--- config.mk ---
export PLATFORM = sky130hd
export DESIGN_NAME = foc_chopper
export DESIGN_NICKNAME = d
export VERILOG_FILES = /design/src/rtl/foc_pkg.sv /design/src/rtl/foc_timer.sv /design/src/rtl/foc_decay_sel.sv /design/src/rtl/foc_gate_map.sv /design/src/rtl/foc_chopper.sv
export SDC_FILE = /design/constraint.sdc
export NUM_CORES = 1
export LEC_CHECK = 0
export ABC_CLOCK_PERIOD_IN_PS = 3400
export BUFFER_PORTS_ARGS = -buffer_cell sky130_fd_sc_hd__buf_2
export CELL_PAD_IN_SITES_DETAIL_PLACEMENT = 0
export CELL_PAD_IN_SITES_GLOBAL_PLACEMENT = 2
export CORE_MARGIN = 2
export CORE_UTILIZATION = 32
export DETAILED_ROUTE_END_ITERATION = 10
export PLACE_DENSITY_LB_ADDON = 0.1
export SLEW_MARGIN = 20
export SYNTH_ARGS = -nofsm -noshare
export SYNTH_HDL_FRONTEND = slang
export SYNTH_SLANG_ARGS = --single-unit
--- constraint.sdc ---
create_clock -name clk -period 3.4 [get_ports clk]
set_clock_uncertainty 0.05 [all_clocks]
set_input_delay 0 -clock clk [delete_from_list [all_inputs] [get_ports clk]]
set_output_delay 0 -clock clk [all_outputs]
set_load 0.02 [all_outputs]
--- src/rtl/foc_pkg.sv ---
package foc_pkg;

   typedef enum logic [2:0] {
      ST_IDLE     = 3'd0,
      ST_ON_BLANK = 3'd1,
      ST_ON       = 3'd2,
      ST_DEAD     = 3'd3,
      ST_FAST     = 3'd4,
      ST_SLOW     = 3'd5
   } foc_state_e;

   typedef struct packed {
      logic a_hi;
      logic a_lo;
      logic b_hi;
      logic b_lo;
   } foc_gates_t;

   localparam int DECAY_AUTO  = 0;
   localparam int DECAY_SLOW  = 1;
   localparam int DECAY_MIXED = 2;

endpackage

--- src/rtl/foc_timer.sv ---
module foc_timer #(
   parameter int CNT_W = 16
) (
   input  logic             clk,
   input  logic             rst_n,
   input  logic             load,
   input  logic [CNT_W-1:0] load_val,
   output logic             expired
);

   logic [CNT_W-1:0] cnt_q;

   always_ff @(posedge clk) begin
      if (!rst_n) begin
         cnt_q <= '0;
      end else if (load) begin
         cnt_q <= load_val;
      end else if (cnt_q != '0) begin
         cnt_q <= cnt_q - 1'b1;
      end
   end

   assign expired = (cnt_q == '0);

   // once drained the count stays at zero until reloaded (off-time length, R4)
   assert_hold_zero_R4: assert property (@(posedge clk) disable iff (!rst_n)
      (!load && expired) |=> expired);

   // a count never moves up unless reloaded
   assert_no_climb_R4: assert property (@(posedge clk) disable iff (!rst_n)
      (!load && !expired) |=> (cnt_q == $past(cnt_q) - 1'b1));

endmodule

--- src/rtl/foc_decay_sel.sv ---
module foc_decay_sel #(
   parameter int MODE = foc_pkg::DECAY_AUTO
) (
   input  logic trend_dec,
   output logic use_mixed
);

   generate
      if (MODE == foc_pkg::DECAY_AUTO) begin : g_auto
         assign use_mixed = trend_dec;
      end else if (MODE == foc_pkg::DECAY_MIXED) begin : g_mixed
         logic unused_trend;
         assign unused_trend = trend_dec;
         assign use_mixed    = 1'b1;
      end else begin : g_slow
         logic unused_trend;
         assign unused_trend = trend_dec;
         assign use_mixed    = 1'b0;
      end
   endgenerate

endmodule

--- src/rtl/foc_gate_map.sv ---
module foc_gate_map
   import foc_pkg::*;
(
   input  foc_state_e st,
   input  logic       pol,
   input  logic       enable,
   output foc_gates_t gates
);

   foc_gates_t drive_pat;
   foc_gates_t fast_pat;
   foc_gates_t slow_pat;

   always_comb begin
      drive_pat = pol ? '{a_hi: 1'b0, a_lo: 1'b1, b_hi: 1'b1, b_lo: 1'b0}
                      : '{a_hi: 1'b1, a_lo: 1'b0, b_hi: 1'b0, b_lo: 1'b1};
      fast_pat  = pol ? '{a_hi: 1'b1, a_lo: 1'b0, b_hi: 1'b0, b_lo: 1'b1}
                      : '{a_hi: 1'b0, a_lo: 1'b1, b_hi: 1'b1, b_lo: 1'b0};
      slow_pat  = '{a_hi: 1'b0, a_lo: 1'b1, b_hi: 1'b0, b_lo: 1'b1};
   end

   always_comb begin
      gates = '0;
      case (st)
         ST_ON_BLANK, ST_ON: gates = drive_pat;
         ST_FAST:            gates = fast_pat;
         ST_SLOW:            gates = slow_pat;
         default:            gates = '0;
      endcase
      if (!enable) begin
         gates = '0;
      end
   end

endmodule

--- src/rtl/foc_chopper.sv ---
module foc_chopper
   import foc_pkg::*;
#(
   parameter int CNT_W      = 16,
   parameter int DECAY_MODE = DECAY_AUTO
) (
   input  logic             clk,
   input  logic             rst_n,
   input  logic             enable,
   input  logic             trip,
   input  logic             trend_dec,
   input  logic             polarity,
   input  logic [CNT_W-1:0] off_cycles,
   input  logic [CNT_W-1:0] blank_cycles,
   input  logic [CNT_W-1:0] fast_cycles,
   input  logic [CNT_W-1:0] dead_cycles,
   output logic             gate_a_hi,
   output logic             gate_a_lo,
   output logic             gate_b_hi,
   output logic             gate_b_lo
);

   localparam logic [CNT_W-1:0] CNT_ZERO = '0;

   generate
      if (CNT_W < 2 || CNT_W > 32) begin : g_bad_width
         $error("foc_chopper: CNT_W must lie in 2..32");
      end
      if (DECAY_MODE < DECAY_AUTO || DECAY_MODE > DECAY_MIXED) begin : g_bad_mode
         $error("foc_chopper: DECAY_MODE must be auto, slow or mixed");
      end
   endgenerate

   function automatic logic [CNT_W-1:0] span_to_load(input logic [CNT_W-1:0] span);
      return (span == CNT_ZERO) ? CNT_ZERO : span - 1'b1;
   endfunction

   foc_state_e       st_q, st_n;
   foc_state_e       tgt_q, tgt_n;
   logic             pol_q, pol_n;
   logic             ph_load, off_load;
   logic [CNT_W-1:0] ph_val;
   logic             ph_done, off_done;
   logic             use_mixed;
   foc_gates_t       gates;
   logic [3:0]       gate_vec;

   foc_timer #(.CNT_W(CNT_W)) u_phase_tmr (
      .clk      (clk),
      .rst_n    (rst_n),
      .load     (ph_load),
      .load_val (ph_val),
      .expired  (ph_done)
   );

   foc_timer #(.CNT_W(CNT_W)) u_off_tmr (
      .clk      (clk),
      .rst_n    (rst_n),
      .load     (off_load),
      .load_val (span_to_load(off_cycles)),
      .expired  (off_done)
   );

   foc_decay_sel #(.MODE(DECAY_MODE)) u_decay (
      .trend_dec (trend_dec),
      .use_mixed (use_mixed)
   );

   always_comb begin
      st_n     = st_q;
      tgt_n    = tgt_q;
      pol_n    = pol_q;
      ph_load  = 1'b0;
      ph_val   = CNT_ZERO;
      off_load = 1'b0;
      case (st_q)
         ST_IDLE: begin
            st_n    = ST_DEAD;
            tgt_n   = ST_ON_BLANK;
            pol_n   = polarity;
            ph_load = 1'b1;
            ph_val  = span_to_load(dead_cycles);
         end
         ST_DEAD: begin
            if (ph_done) begin
               st_n = tgt_q;
               if (tgt_q == ST_ON_BLANK) begin
                  ph_load = 1'b1;
                  ph_val  = span_to_load(blank_cycles);
               end else if (tgt_q == ST_FAST) begin
                  ph_load = 1'b1;
                  ph_val  = span_to_load(fast_cycles);
               end
            end
         end
         ST_ON_BLANK: begin
            if (ph_done) begin
               st_n = ST_ON;
            end
         end
         ST_ON: begin
            if (trip) begin
               st_n     = ST_DEAD;
               tgt_n    = use_mixed ? ST_FAST : ST_SLOW;
               ph_load  = 1'b1;
               ph_val   = span_to_load(dead_cycles);
               off_load = 1'b1;
            end
         end
         ST_FAST: begin
            if (ph_done) begin
               st_n    = ST_DEAD;
               tgt_n   = ST_SLOW;
               ph_load = 1'b1;
               ph_val  = span_to_load(dead_cycles);
            end
         end
         ST_SLOW: begin
            if (off_done) begin
               st_n    = ST_DEAD;
               tgt_n   = ST_ON_BLANK;
               pol_n   = polarity;
               ph_load = 1'b1;
               ph_val  = span_to_load(dead_cycles);
            end
         end
         default: begin
            st_n = ST_IDLE;
         end
      endcase
      if (!enable) begin
         st_n     = ST_IDLE;
         ph_load  = 1'b0;
         off_load = 1'b0;
      end
   end

   always_ff @(posedge clk) begin
      if (!rst_n) begin
         st_q  <= ST_IDLE;
         tgt_q <= ST_ON_BLANK;
         pol_q <= 1'b0;
      end else begin
         st_q  <= st_n;
         tgt_q <= tgt_n;
         pol_q <= pol_n;
      end
   end

   foc_gate_map u_map (
      .st     (st_q),
      .pol    (pol_q),
      .enable (enable),
      .gates  (gates)
   );

   assign gate_a_hi = gates.a_hi;
   assign gate_a_lo = gates.a_lo;
   assign gate_b_hi = gates.b_hi;
   assign gate_b_lo = gates.b_lo;
   assign gate_vec  = {gate_a_hi, gate_a_lo, gate_b_hi, gate_b_lo};

   assert_leg_a_excl_R9: assert property (@(posedge clk) disable iff (!rst_n)
      !(gate_a_hi && gate_a_lo));

   assert_leg_b_excl_R9: assert property (@(posedge clk) disable iff (!rst_n)
      !(gate_b_hi && gate_b_lo));

   assert_dead_between_R9: assert property (@(posedge clk) disable iff (!rst_n)
      (gate_vec != 4'b0000 && $past(gate_vec) != 4'b0000) |-> (gate_vec == $past(gate_vec)));

   assert_blank_holds_R3: assert property (@(posedge clk) disable iff (!rst_n)
      (st_q == ST_ON_BLANK && enable) |=> (st_q == ST_ON_BLANK || st_q == ST_ON));

   assert_trip_ends_drive_R4: assert property (@(posedge clk) disable iff (!rst_n)
      (st_q == ST_ON && trip && enable) |=> (st_q == ST_DEAD && gate_vec == 4'b0000));

   assert_disable_idles_R10: assert property (@(posedge clk) disable iff (!rst_n)
      !enable |=> (st_q == ST_IDLE));

endmodule

# Word level (Yosys, flattened, before mapping)
# Index checks and enable logic that the tools add are counted.
[classes] addsub=6 eq_ne=12 muxes=42 n_reduce_logical=18
[op_table] operator="2-to-1 mux 16 bit" n=14
[op_table] operator="logical NOT 16 bit" n=6
[op_table] operator="subtractor 16 x 1 -> 16 bit, second input constant" n=6
[op_table] operator="one-hot mux 16 bit (5 select lines)" n=1
[op_table] operator="nonzero test 16 bit" n=2
[op_table] operator="2-to-1 mux 3 bit" n=8
[op_table] operator="one-hot mux 3 bit (6 select lines)" n=1
[op_table] operator="2-to-1 mux 4 bit" n=3
[op_table] operator="one-hot mux 3 bit (4 select lines)" n=1
[op_table] operator="one-hot mux 4 bit (3 select lines)" n=1
[op_table] operator="2-to-1 mux 1 bit" n=11
[op_table] operator="inequality test 2 bit, second input constant" n=5
[op_table] operator="== test 3 bit, second input constant" n=3
[op_table] operator="== test 3 x 1 -> 1 bit, second input constant" n=2
[op_table] operator="== test 3 x 2 -> 1 bit, second input constant" n=2
[op_table] operator="nonzero test 2 bit" n=3
[op_table] operator="one-hot mux 1 bit (5 select lines)" n=1
[op_table] operator="AND reduction 5 bit" n=1
[op_table] operator="AND reduction 2 bit" n=2
[op_table] operator="AND reduction 4 bit" n=1
[op_table] operator="nonzero test 4 bit" n=1
[op_table] operator="logical NOT 3 bit" n=1
[op_table] operator="one-hot mux 1 bit (2 select lines)" n=1
[op_table] operator="OR reduction 2 bit" n=1
[totals] regBits=39 inputBits=70 output_inout_bits=4 elab_cells=83

# Logic depth before layout (Yosys ltp)
# Gate-level depths: netlist of run 1.
[depth] depth_word=7 depth_mapped=11 mapped_depth_nobuf=8

# By module
# From an unflattened synthesis of run 1, not the netlist that was laid out.
[unflattened] cells_unflattened=525 hier_area_um2=4050.1
[modules_own_cells] module="foc_chopper" n_inst=1 cells_per_inst=283 area_per_inst_um2=2059.5 seq_area_each_um2=120.1
[modules_own_cells] module="foc_timer" n_inst=2 cells_per_inst=112 area_per_inst_um2=913.4 seq_area_each_um2=320.3
[modules_own_cells] module="foc_gate_map" n_inst=1 cells_per_inst=17 area_per_inst_um2=156.4 seq_area_each_um2=0.0
[modules_own_cells] module="foc_decay_sel" n_inst=1 cells_per_inst=1 area_per_inst_um2=7.5 seq_area_each_um2=0.0

# Worst setup path before layout of run 1
# Ideal clock, no wire load.
[synth_timing] path_type="register to register" from="register u_phase_tmr.cnt_q[0]" to="register u_phase_tmr.cnt_q[12]" setup_time_ns=0.088 t_arrival_ns=2.527 required_ns=3.262 path_slack_ns=0.735 stages_incl_launch_ff=11 n_path_buf=2 period_less_slack_ns=2.665 cell_sequence="dfxtp_1 -> inv_1 -> ha_1 -> or4b_4 -> or4b_4 -> buf_6 -> nor4_4 -> o21a_4 -> buf_12 -> nand2_1 -> a311oi_2"
[synth_via] elab_chain_cells=5 word_cells_on_any_way=13 cone_classes="1 x add/sub; 9 x mux; 3 x reduce/logical"
[synth_rtl] element="start: declaration" line_no="foc_timer.sv:11" rtl="logic [CNT_W-1:0] cnt_q;"
[synth_rtl] element="start signal: assignment" line_no="foc_timer.sv:17" rtl="cnt_q <= load_val;"
[synth_rtl] element="start signal: assignment" line_no="foc_timer.sv:19" rtl="cnt_q <= cnt_q - 1'b1;"
[synth_rtl] element="parallel branches: the longest is 5 deep, another holds subtractor 16 x 1 -> 16 bit"
# Parallel ways; which one is timed is not known. The select of a mux whose other input is x is not followed.
# A chain may end at the register's enable or synchronous reset.

# Worst setup path in the final report of run 1
[layout_timing] from="register u_phase_tmr.cnt_q[0]" to="register tgt_q[0]"
[layout_via] elab_chain_cells=3
[layout_rtl] element="logical NOT 16 bit" line_no="foc_timer.sv:23" rtl="assign expired = (cnt_q == '0);"
[layout_rtl] element="inequality test 2 bit (no line)"
[layout_rtl] element="AND reduction 4 bit (no line)"
[layout_rtl] element="end signal: assignment" line_no="foc_chopper.sv:145" rtl="tgt_q <= tgt_n;"
[layout_rtl] element="end: declaration" line_no="foc_chopper.sv:39" rtl="foc_state_e tgt_q, tgt_n;"
# No other way between the ends.

==> metrics.md, run 1 <==
| Metric | Value |
|---|---|
| Outcome | completed |
| Setup violations, final | 0 |
| Hold Crit Depth | 4 |
| HP Class | in -> reg |
| Final hold violation count | 0 |
| Skew-Pair Late Insertion Delay | 0.28 ns |
| CP dominant cell by count | or4b_4 |
| Vias | 3961 |
| Max-slew violations | 0 |
| GP Congestion | 0.814 |
| Die H | 114 µm |
| Synth top area cells | dfxtp_1, xor2_1, xnor2_1 |
| Crit path kind | reg -> reg |
| Worst path bufs/invs | 2 |
| Syn Area/Cell | 7.60 µm² |
| Max-Cap Viols | 0 |
| Met2 wire length | 5.94 mm |
| Row Count | 40 |
| Initial antenna violation count | 0 |
| Slew HR | 43.7% |
| TritonCTS clock tree | built |
| Placed Area | 4370 µm² |
| R2R depth | 9 |
| Mapped Cells | 510 |
| Total gr overflow | 0 |
| Worst slew pin tran | 0.837 ns |
| Number of synthesized flops with an enable pin | 0 |
| DP HPWL | 9.84 mm |
| RSZ-0062 raised after global routing | false |
| Post-CTS sizing | 0 |
| Met1 wire length | 5.67 mm |
| Vias in the first global route | 3931 |
| Detailed Route WL | 12.2 mm |
| Crit. End Element | flip-flop |
| Post-synth cell types | 70 |
| Initial core utilization | 32.5% |
| Routed len/inst | 16.8 µm |
| Final Cell Area | 4560 µm² |
| Crit-path cells | inv_1 -> ha_1 -> or4b_4 -> or4b_4 -> nor4_4 -> or2_2 -> and3_1 -> o21ai_0 -> dlygate4sd3_1 |
| H-tree levels | 2 |
| Net Count, Synth | 590 |
| Largest delay share family, worst path | simple AND/OR/NAND/NOR gates |
| CP Depth | 9 |
| Layout area overhead | 17.6% |
| First-pass GRT wire length | 19.8 mm |
| Netlist Area Pre-Place | 3880 µm² |
| Seq cells post-synth | 38 |
| Pwr/cell area | 463 nW/µm² |
| Synth Warn # | 0 |
| Vias per inst | 5.43 |
| Num ports | 74 |
| Final period util | 94.2% |
| Place WS | 0.427 ns |
| Diodes inserted | 0 |
| DR pass1 iterations | 4 |
| DR top layer | met4 |
| Register area share after synthesis | 19.6% |
| Dominant synthesized flop cell | dfxtp_1 |
| Max Buffers Root-to-Sink | 2 |
| Minimum clock period | 3.20 ns |
| Ys async rst share | 0% |
| Setup crit start kind | flip-flop |
| Worst-path clk slew | 0.06 ns |
| Yosys top cell area share | 19.6% |
| Leakage Power | 1.78 nW |
| Total Routing Usage GR | 18.9% |
| DRT iter0 DRCs | 297 |
| Clk sink count | 38 |
| Fmax | 0.312 GHz |
| Core region area | 11900 µm² |
| VDD IR max | 205 µV |
| Largest net degree at the start of global routing | 24 |
| Clock buffer count from CTS | 5 |
| Area leader, netlist | dfxtp_1 |
| DR WL met3 | 391 µm |
| Crit Path Max Fanout | 9 |
| DRC violation count after routing | 0 |
| PnR worst setup slack | 0.196 ns |
| Post-route setup TNS | 0 ns |
| CP max-delay cell | or4b_4 |
| Die Span X | 114 µm |
| Clk root buf | clkbuf_16 |
| Routed Antenna Nets | 0 |
| IO buf count | 73 |
| Worst Path Required | 3.52 ns |
| Final net count | 661 |
| CP peak stage delay | 0.63 ns |
| Die area | 13000 µm² |
| Share of post-route cells with drive strength above 1 | 19.9% |
| Worst EP arrival | 3.32 ns |
[what timing repair did]
item,CTS,global route
hold endpoints to repair,3,0
hold buffers,4,0
endpoints found under the setup margin,0,0
buffers inserted,0,0
[tightest hold or removal path: cells and delay by family]
family                 cells  cell delay (ns)
AO/OA/AOI/OAI              1             0.05
buffers and inverters      2             0.17
AND/OR/NAND/NOR            1             0.07
[stage by stage]
step	utilization (%)	hold WS, ns	std cells	power [mW]
6_report	38.3	0.0143	729	2.11
5_1_grt	38.3	0.0490	729	2.28
4_1_cts	38.3	0.0159	729	2.13
3_5_place_dp	36.7	0.204	717	1.64
3_3_place_gp	36.7	0.197	717	1.64
2_1_floorplan	-	0.0972	510	1.38
[report_power, final]
| part | switching (mW) | leakage (nW) | internal [mW] |
|---|---|---|---|
| Combinational | 0.541 | 1.40 | 0.437 |
| Sequential | 0.107 | 0.314 | 0.555 |
| Clock | 0.183 | 0.0729 | 0.290 |
| Total | 0.831 | 1.78 | 1.28 |
[flip-flops by register name (all words and copies together), names as in the netlist]
signal             cells
u_off_tmr.cnt_q       16
tgt_q                  2
pol_q                  1
st_q                   3
u_phase_tmr.cnt_q     16
[synth_stat cells, types with 5 or more instances]
library cell,count
nand3_1,14
a22oi_1,13
or4_1,6
ha_1,10
nand4_1,7
a221oi_1,10
and2_1,6
nor3_1,22
mux2i_1,10
dfxtp_1,38
nand2b_1,14
nor4_1,19
a21oi_1,22
xnor2_1,26
clkbuf_1,15
o21ai_0,17
xor2_1,36
inv_1,22
or3_1,6
nand3b_1,5
nand2_1,29
a211oi_1,8
o22ai_1,15
nor2_1,56
[cells in the final DEF (no fill, tap or decap), drive strengths merged, types with 10 or more instances in the layout]
cell type / n
nor2: 57
a221oi: 12
o21ai: 18
nand3: 14
ha: 10
o22ai: 15
xnor2: 26
a22oi: 13
buf: 84
a21oi: 22
mux2i: 10
nand2b: 14
nand2: 29
xor2: 36
nor4: 21
nor3: 24
inv: 22
dfxtp: 38
a211oi: 10
[area by class of cell]
class                   count  area, µm²
fillers                  1287       7350
multi-input cells         426       2890
flip-flops and latches     38        761
repair buffers             88        488
well taps                 147        184
clock buffers               6        139
inverters                  22       82.6
clock inverters             2       12.5
[worst paths after layout]
kind	from	endpoint	slack (ns)
worst max-delay path	u_phase_tmr.cnt_q[0]$_SDFFE_PN0P_	tgt_q[0]$_SDFFE_PN1P_	0.20
worst min-delay path	off_cycles[0]	u_off_tmr.cnt_q[0]$_SDFFE_PN0P_	0.01
worst max register to register	u_phase_tmr.cnt_q[0]$_SDFFE_PN0P_	tgt_q[0]$_SDFFE_PN1P_	0.20
worst min register to register	u_phase_tmr.cnt_q[4]$_SDFFE_PN0P_	u_phase_tmr.cnt_q[4]$_SDFFE_PN0P_	0.48
[cells by family (layout without fill, tap and decap cells)]
| group | Yosys count | count (layout) | share of synthesized area (%) |
|---|---|---|---|
| AND/OR/NAND/NOR | 217 | 217 | 31.0 |
| AO/OA/AOI/OAI | 126 | 126 | 23.6 |
| XOR/XNOR | 62 | 62 | 14.0 |
| buffers and inverters | 46 | 118 | 5.75 |
| flip-flops | 38 | 38 | 19.6 |
| multiplexers | 11 | 11 | 2.87 |
| adder cells (fa/ha/maj) | 10 | 10 | 3.23 |
[metal layers]
| layer | global-route usage (%) | vias up |
|---|---|---|
| met5 | 0 | - |
| met4 | 6.18 | 0 |
| met3 | 2.33 | 13 |
| met2 | 33.4 | 89 |
| met1 | 24.0 | 1816 |
| li1 | - | 2043 |
(Power assumes the default switching activity.)
==> run 2: changes to the inputs <==
--- a/config.mk
+++ b/config.mk
@@ -10,10 +10,11 @@
 export CELL_PAD_IN_SITES_DETAIL_PLACEMENT = 0
 export CELL_PAD_IN_SITES_GLOBAL_PLACEMENT = 2
 export CORE_MARGIN = 2
-export CORE_UTILIZATION = 32
+export CORE_UTILIZATION = 33
 export DETAILED_ROUTE_END_ITERATION = 10
 export PLACE_DENSITY_LB_ADDON = 0.1
 export SLEW_MARGIN = 20
 export SYNTH_ARGS = -nofsm -noshare
 export SYNTH_HDL_FRONTEND = slang
+export SYNTH_HIERARCHICAL = 1
 export SYNTH_SLANG_ARGS = --single-unit
==> run 2 against run 1 <==
  * Global-route usage decreased by 0.23 points
  * Cell count rose by 3.2%
  * Combinational power is 36% higher
  * Total power grew 25%
  * First-iteration DRC count down 36%
  * Synthesized cell count up 2.9%
  * Critical path type unchanged
  * Hold slack got worse by 0.0054 ns
  * Critical endpoint is now u_phase_tmr/cnt_q[15]$_SDFFE_PN0P_
  * Non-clock buffer count rose by 2
  * Register-to-register slack better by 0.07 ns
  * Maximum frequency up 2.1%
==> metrics.md, run 2 <==
| Metric | Value |
|---|---|
| DRC violation count after routing | 0 (unchanged) |
| Detailed Route WL | 12.1 mm (was 12.2 mm) |
| Post-CTS Setup Repair Bufs | 0 (unchanged) |
| Post-route setup TNS | 0 ns (unchanged) |
| Crit-path cells | or4_1 -> nor4_2 -> buf_4 -> nor2b_1 -> a21oi_1 -> o22a_1 -> buf_4 -> a31o_4 -> o221ai_1 -> mux2_2 -> o311ai_0 -> o211ai_1 (was inv_1 -> ha_1 -> or4b_4 -> or4b_4 -> nor4_4 -> or2_2 -> and3_1 -> o21ai_0 -> dlygate4sd3_1) |
| Clk root buf | clkbuf_16 (unchanged) |
| H-tree levels | 2 (unchanged) |
| Die H | 115 µm (was 114 µm) |
| Top cells by count, synth | nand2_1, nor2_1, dfxtp_1 (was nor2_1, dfxtp_1, xor2_1) |
| Final net count | 683 (was 661) |
| Die Span X | 115 µm (was 114 µm) |
| Dominant synthesized flop cell | dfxtp_1 (unchanged) |
| Seq cells post-synth | 38 (unchanged) |
| Synth Warn # | 6 (was 0) |
| Minimum clock period | 3.14 ns (was 3.20 ns) |
| Register area share after synthesis | 18.8% (was 19.6%) |
| Row Count | 40 (unchanged) |
| Final period util | 92.3% (was 94.2%) |
| Launch point of the worst path | u_phase_tmr/cnt_q[10]$_SDFFE_PN0P_ (was u_phase_tmr.cnt_q[0]$_SDFFE_PN0P_) |
| Util after Layout | 39.7% (was 38.3%) |
| CP peak stage delay | 0.60 ns (was 0.63 ns) |
| Crit Path Max Fanout | 12 (was 9) |
| CP dominant cell by count | buf_4 (was or4b_4) |
| VDD IR max | 309 µV (was 205 µV) |
| DP HPWL | 9.83 mm (was 9.84 mm) |
| Largest net degree at the start of global routing | 26 (was 24) |
| Commonest non-fill, non-tap cells in the layout | buf_2, nand2_1, nor2_1 (was buf_2, nor2_1, dfxtp_1) |
| Num ports | 74 (unchanged) |
| Die area | 13200 µm² (was 13000 µm²) |
| Area leader, netlist | dfxtp_1 (unchanged) |
| HP Class | in -> reg (unchanged) |
| Yosys top cell area share | 18.8% (was 19.6%) |
| Total Routing Usage GR | 18.7% (was 18.9%) |
| Hold path start | off_cycles[12] (was off_cycles[0]) |
| Layout area overhead | 17.8% (was 17.6%) |
| Setup crit start kind | flip-flop (unchanged) |
| Worst EP arrival | 3.30 ns (was 3.32 ns) |
| Fmax | 0.319 GHz (was 0.312 GHz) |
| CP max-delay cell | or4_1 (was or4b_4) |
| Vias in the first global route | 3945 (was 3931) |
| Commonest non-fill, non-tap cell in the layout | buf_2 (unchanged) |
| Setup violations, final | 0 (unchanged) |
| TritonCTS clock tree | built (unchanged) |
| Core region area | 12000 µm² (was 11900 µm²) |
| Crit path kind | reg -> reg (unchanged) |
| Clock buffer count from CTS | 5 (unchanged) |
| Mapped Cells | 525 (was 510) |
| Slew HR | 48.3% (was 43.7%) |
| Top-count cell post-synth | nand2_1 (was nor2_1) |
| Outcome | completed (unchanged) |
| Final non-filler cell total | 752 (was 729) |
| First-pass GRT wire length | 19.7 mm (was 19.8 mm) |
| RSZ-0062 raised after global routing | false (unchanged) |
| Crit. End Element | flip-flop (unchanged) |
| Initial core utilization | 33.7% (was 32.5%) |
| Reg2reg start | u_phase_tmr/cnt_q[10]$_SDFFE_PN0P_ (was u_phase_tmr.cnt_q[0]$_SDFFE_PN0P_) |
| Routed Antenna Nets | 0 (unchanged) |
| Leakage Power | 1.82 nW (was 1.78 nW) |
| Pwr/cell area | 555 nW/µm² (was 463 nW/µm²) |
| Max Buffers Root-to-Sink | 2 (unchanged) |
| GP Congestion | 0.820 (was 0.814) |
| Fillers | 1294 (was 1287) |
| Worst Path Required | 3.56 ns (was 3.52 ns) |
| Total gr overflow | 0 (unchanged) |
| Diodes inserted | 0 (unchanged) |
| Netlist Area Pre-Place | 4050 µm² (was 3880 µm²) |
| Vias | 4091 (was 3961) |
| Share of post-route cells with drive strength above 1 | 22.1% (was 19.9%) |
| DR pass1 iterations | 4 (unchanged) |
| Syn Area/Cell | 7.71 µm² (was 7.60 µm²) |
| Net Count, Synth | 604 (was 590) |
| Inst Count DP | 742 (was 717) |
| Max-Cap Viols | 0 (unchanged) |
| Clk sink count | 38 (unchanged) |
| Skew-Pair Late Insertion Delay | 0.28 ns (about the same) |
| Ys async rst share | 0% (unchanged) |
| Post-synth cell types | 70 (unchanged) |
| DRT iter0 DRCs | 191 (was 297) |
| Number of synthesized flops with an enable pin | 0 (unchanged) |
| Vias per inst | 5.44 (was 5.43) |
| Worst slew pin tran | 0.774 ns (was 0.837 ns) |
| Largest regs | u_off_tmr/cnt_q: 16 flops, u_phase_tmr/cnt_q: 16 flops, st_q: 3 flops (was u_off_tmr.cnt_q: 16 flops, u_phase_tmr.cnt_q: 16 flops, st_q: 3 flops) |
| Worst-path clk slew | 0.06 ns (about the same) |
| Synth top area cells | dfxtp_1, xnor2_1, xor2_1 (was dfxtp_1, xor2_1, xnor2_1) |
| Max-slew violations | 0 (unchanged) |
| Routed len/inst | 16.0 µm (was 16.8 µm) |
| Initial antenna violation count | 0 (unchanged) |
| IO buf count | 73 (unchanged) |
| Final hold violation count | 0 (unchanged) |
run 2: worst paths after layout:
check	to	slack, ns	cells past startpoint
min	u_off_tmr/cnt_q[12]$_SDFFE_PN0P_	0.009	4
max	u_phase_tmr/cnt_q[15]$_SDFFE_PN0P_	0.26	12
max reg2reg	u_phase_tmr/cnt_q[15]$_SDFFE_PN0P_	0.26	12
min reg2reg	tgt_q[2]$_SDFFE_PN0P_	0.47	2
run 2: what timing repair did:
item | in CTS | in global routing
gates resized for setup | 0 | 3
setup endpoints to repair | 0 | 13
hold endpoints to repair | 2 | 0
hold buffers | 2 | 0
run 2: power by group:
group | internal, mW | leakage (nW) | switching [mW]
registers | 0.594 | 0.313 | 0.190
logic | 0.597 | 1.42 | 0.735
clock network | 0.343 | 0.0836 | 0.189
total | 1.53 | 1.82 | 1.11
run 2: final cells by class:
cell class | count | area (µm²) | share of cell area (%)
tap | 147 | 184 | 3.86
inverter | 21 | 78.8 | 1.65
timing repair buffer | 90 | 498 | 10.4
sequential | 38 | 761 | 15.9
multi-input combinational | 448 | 3080 | 64.6
clock inverter | 3 | 40.0 | 0.839
clock buffer | 5 | 125 | 2.62
run 2: logic make-up (layout without fill, tap and decap cells):
logic type,Yosys count,after routing,share of synthesized area (%)
AND/OR/NAND/NOR,272,272,39.5
flip-flops,38,38,18.8
XOR/XNOR,63,63,13.6
adder cells (fa/ha/maj),9,9,2.78
buffers and inverters,39,119,5.31
AO/OA/AOI/OAI,94,94,17.4
multiplexers,10,10,2.53
run 2: worst max-delay path, delay by kind of cell, from the launching register on:
family / cells / cell delay [ns]
AND/OR/NAND/NOR: 3 / 1.03
AO/OA/AOI/OAI: 6 / 1.06
flip-flops: 1 / 0.35
multiplexers: 1 / 0.18
buffers and inverters: 2 / 0.38
run 2: through the flow:
stage	setup slack, ns	instance area, µm²	hold slack [ns]	power [mW]
3_5_place_dp	0.154	4580	0.217	2.10
4_1_cts	0.119	4760	0.00714	2.66
5_1_grt	0.0278	4770	0.0601	2.88
6_report	0.262	4770	0.00895	2.65
3_3_place_gp	0.173	4580	0.208	2.11
2_1_floorplan	0.313	4050	0.0119	1.71
run 2: routing by layer:
| metal | GRT usage [%] | vias to the layer above | routed length (µm) |
|---|---|---|---|
| li1 | - | 2080 | - |
| met1 | 25.0 | 1927 | 5780 |
| met2 | 32.1 | 76 | 5720 |
| met3 | 2.53 | 8 | 415 |
| met4 | 4.34 | 0 | 152 |
| met5 | 0 | - | 0 |
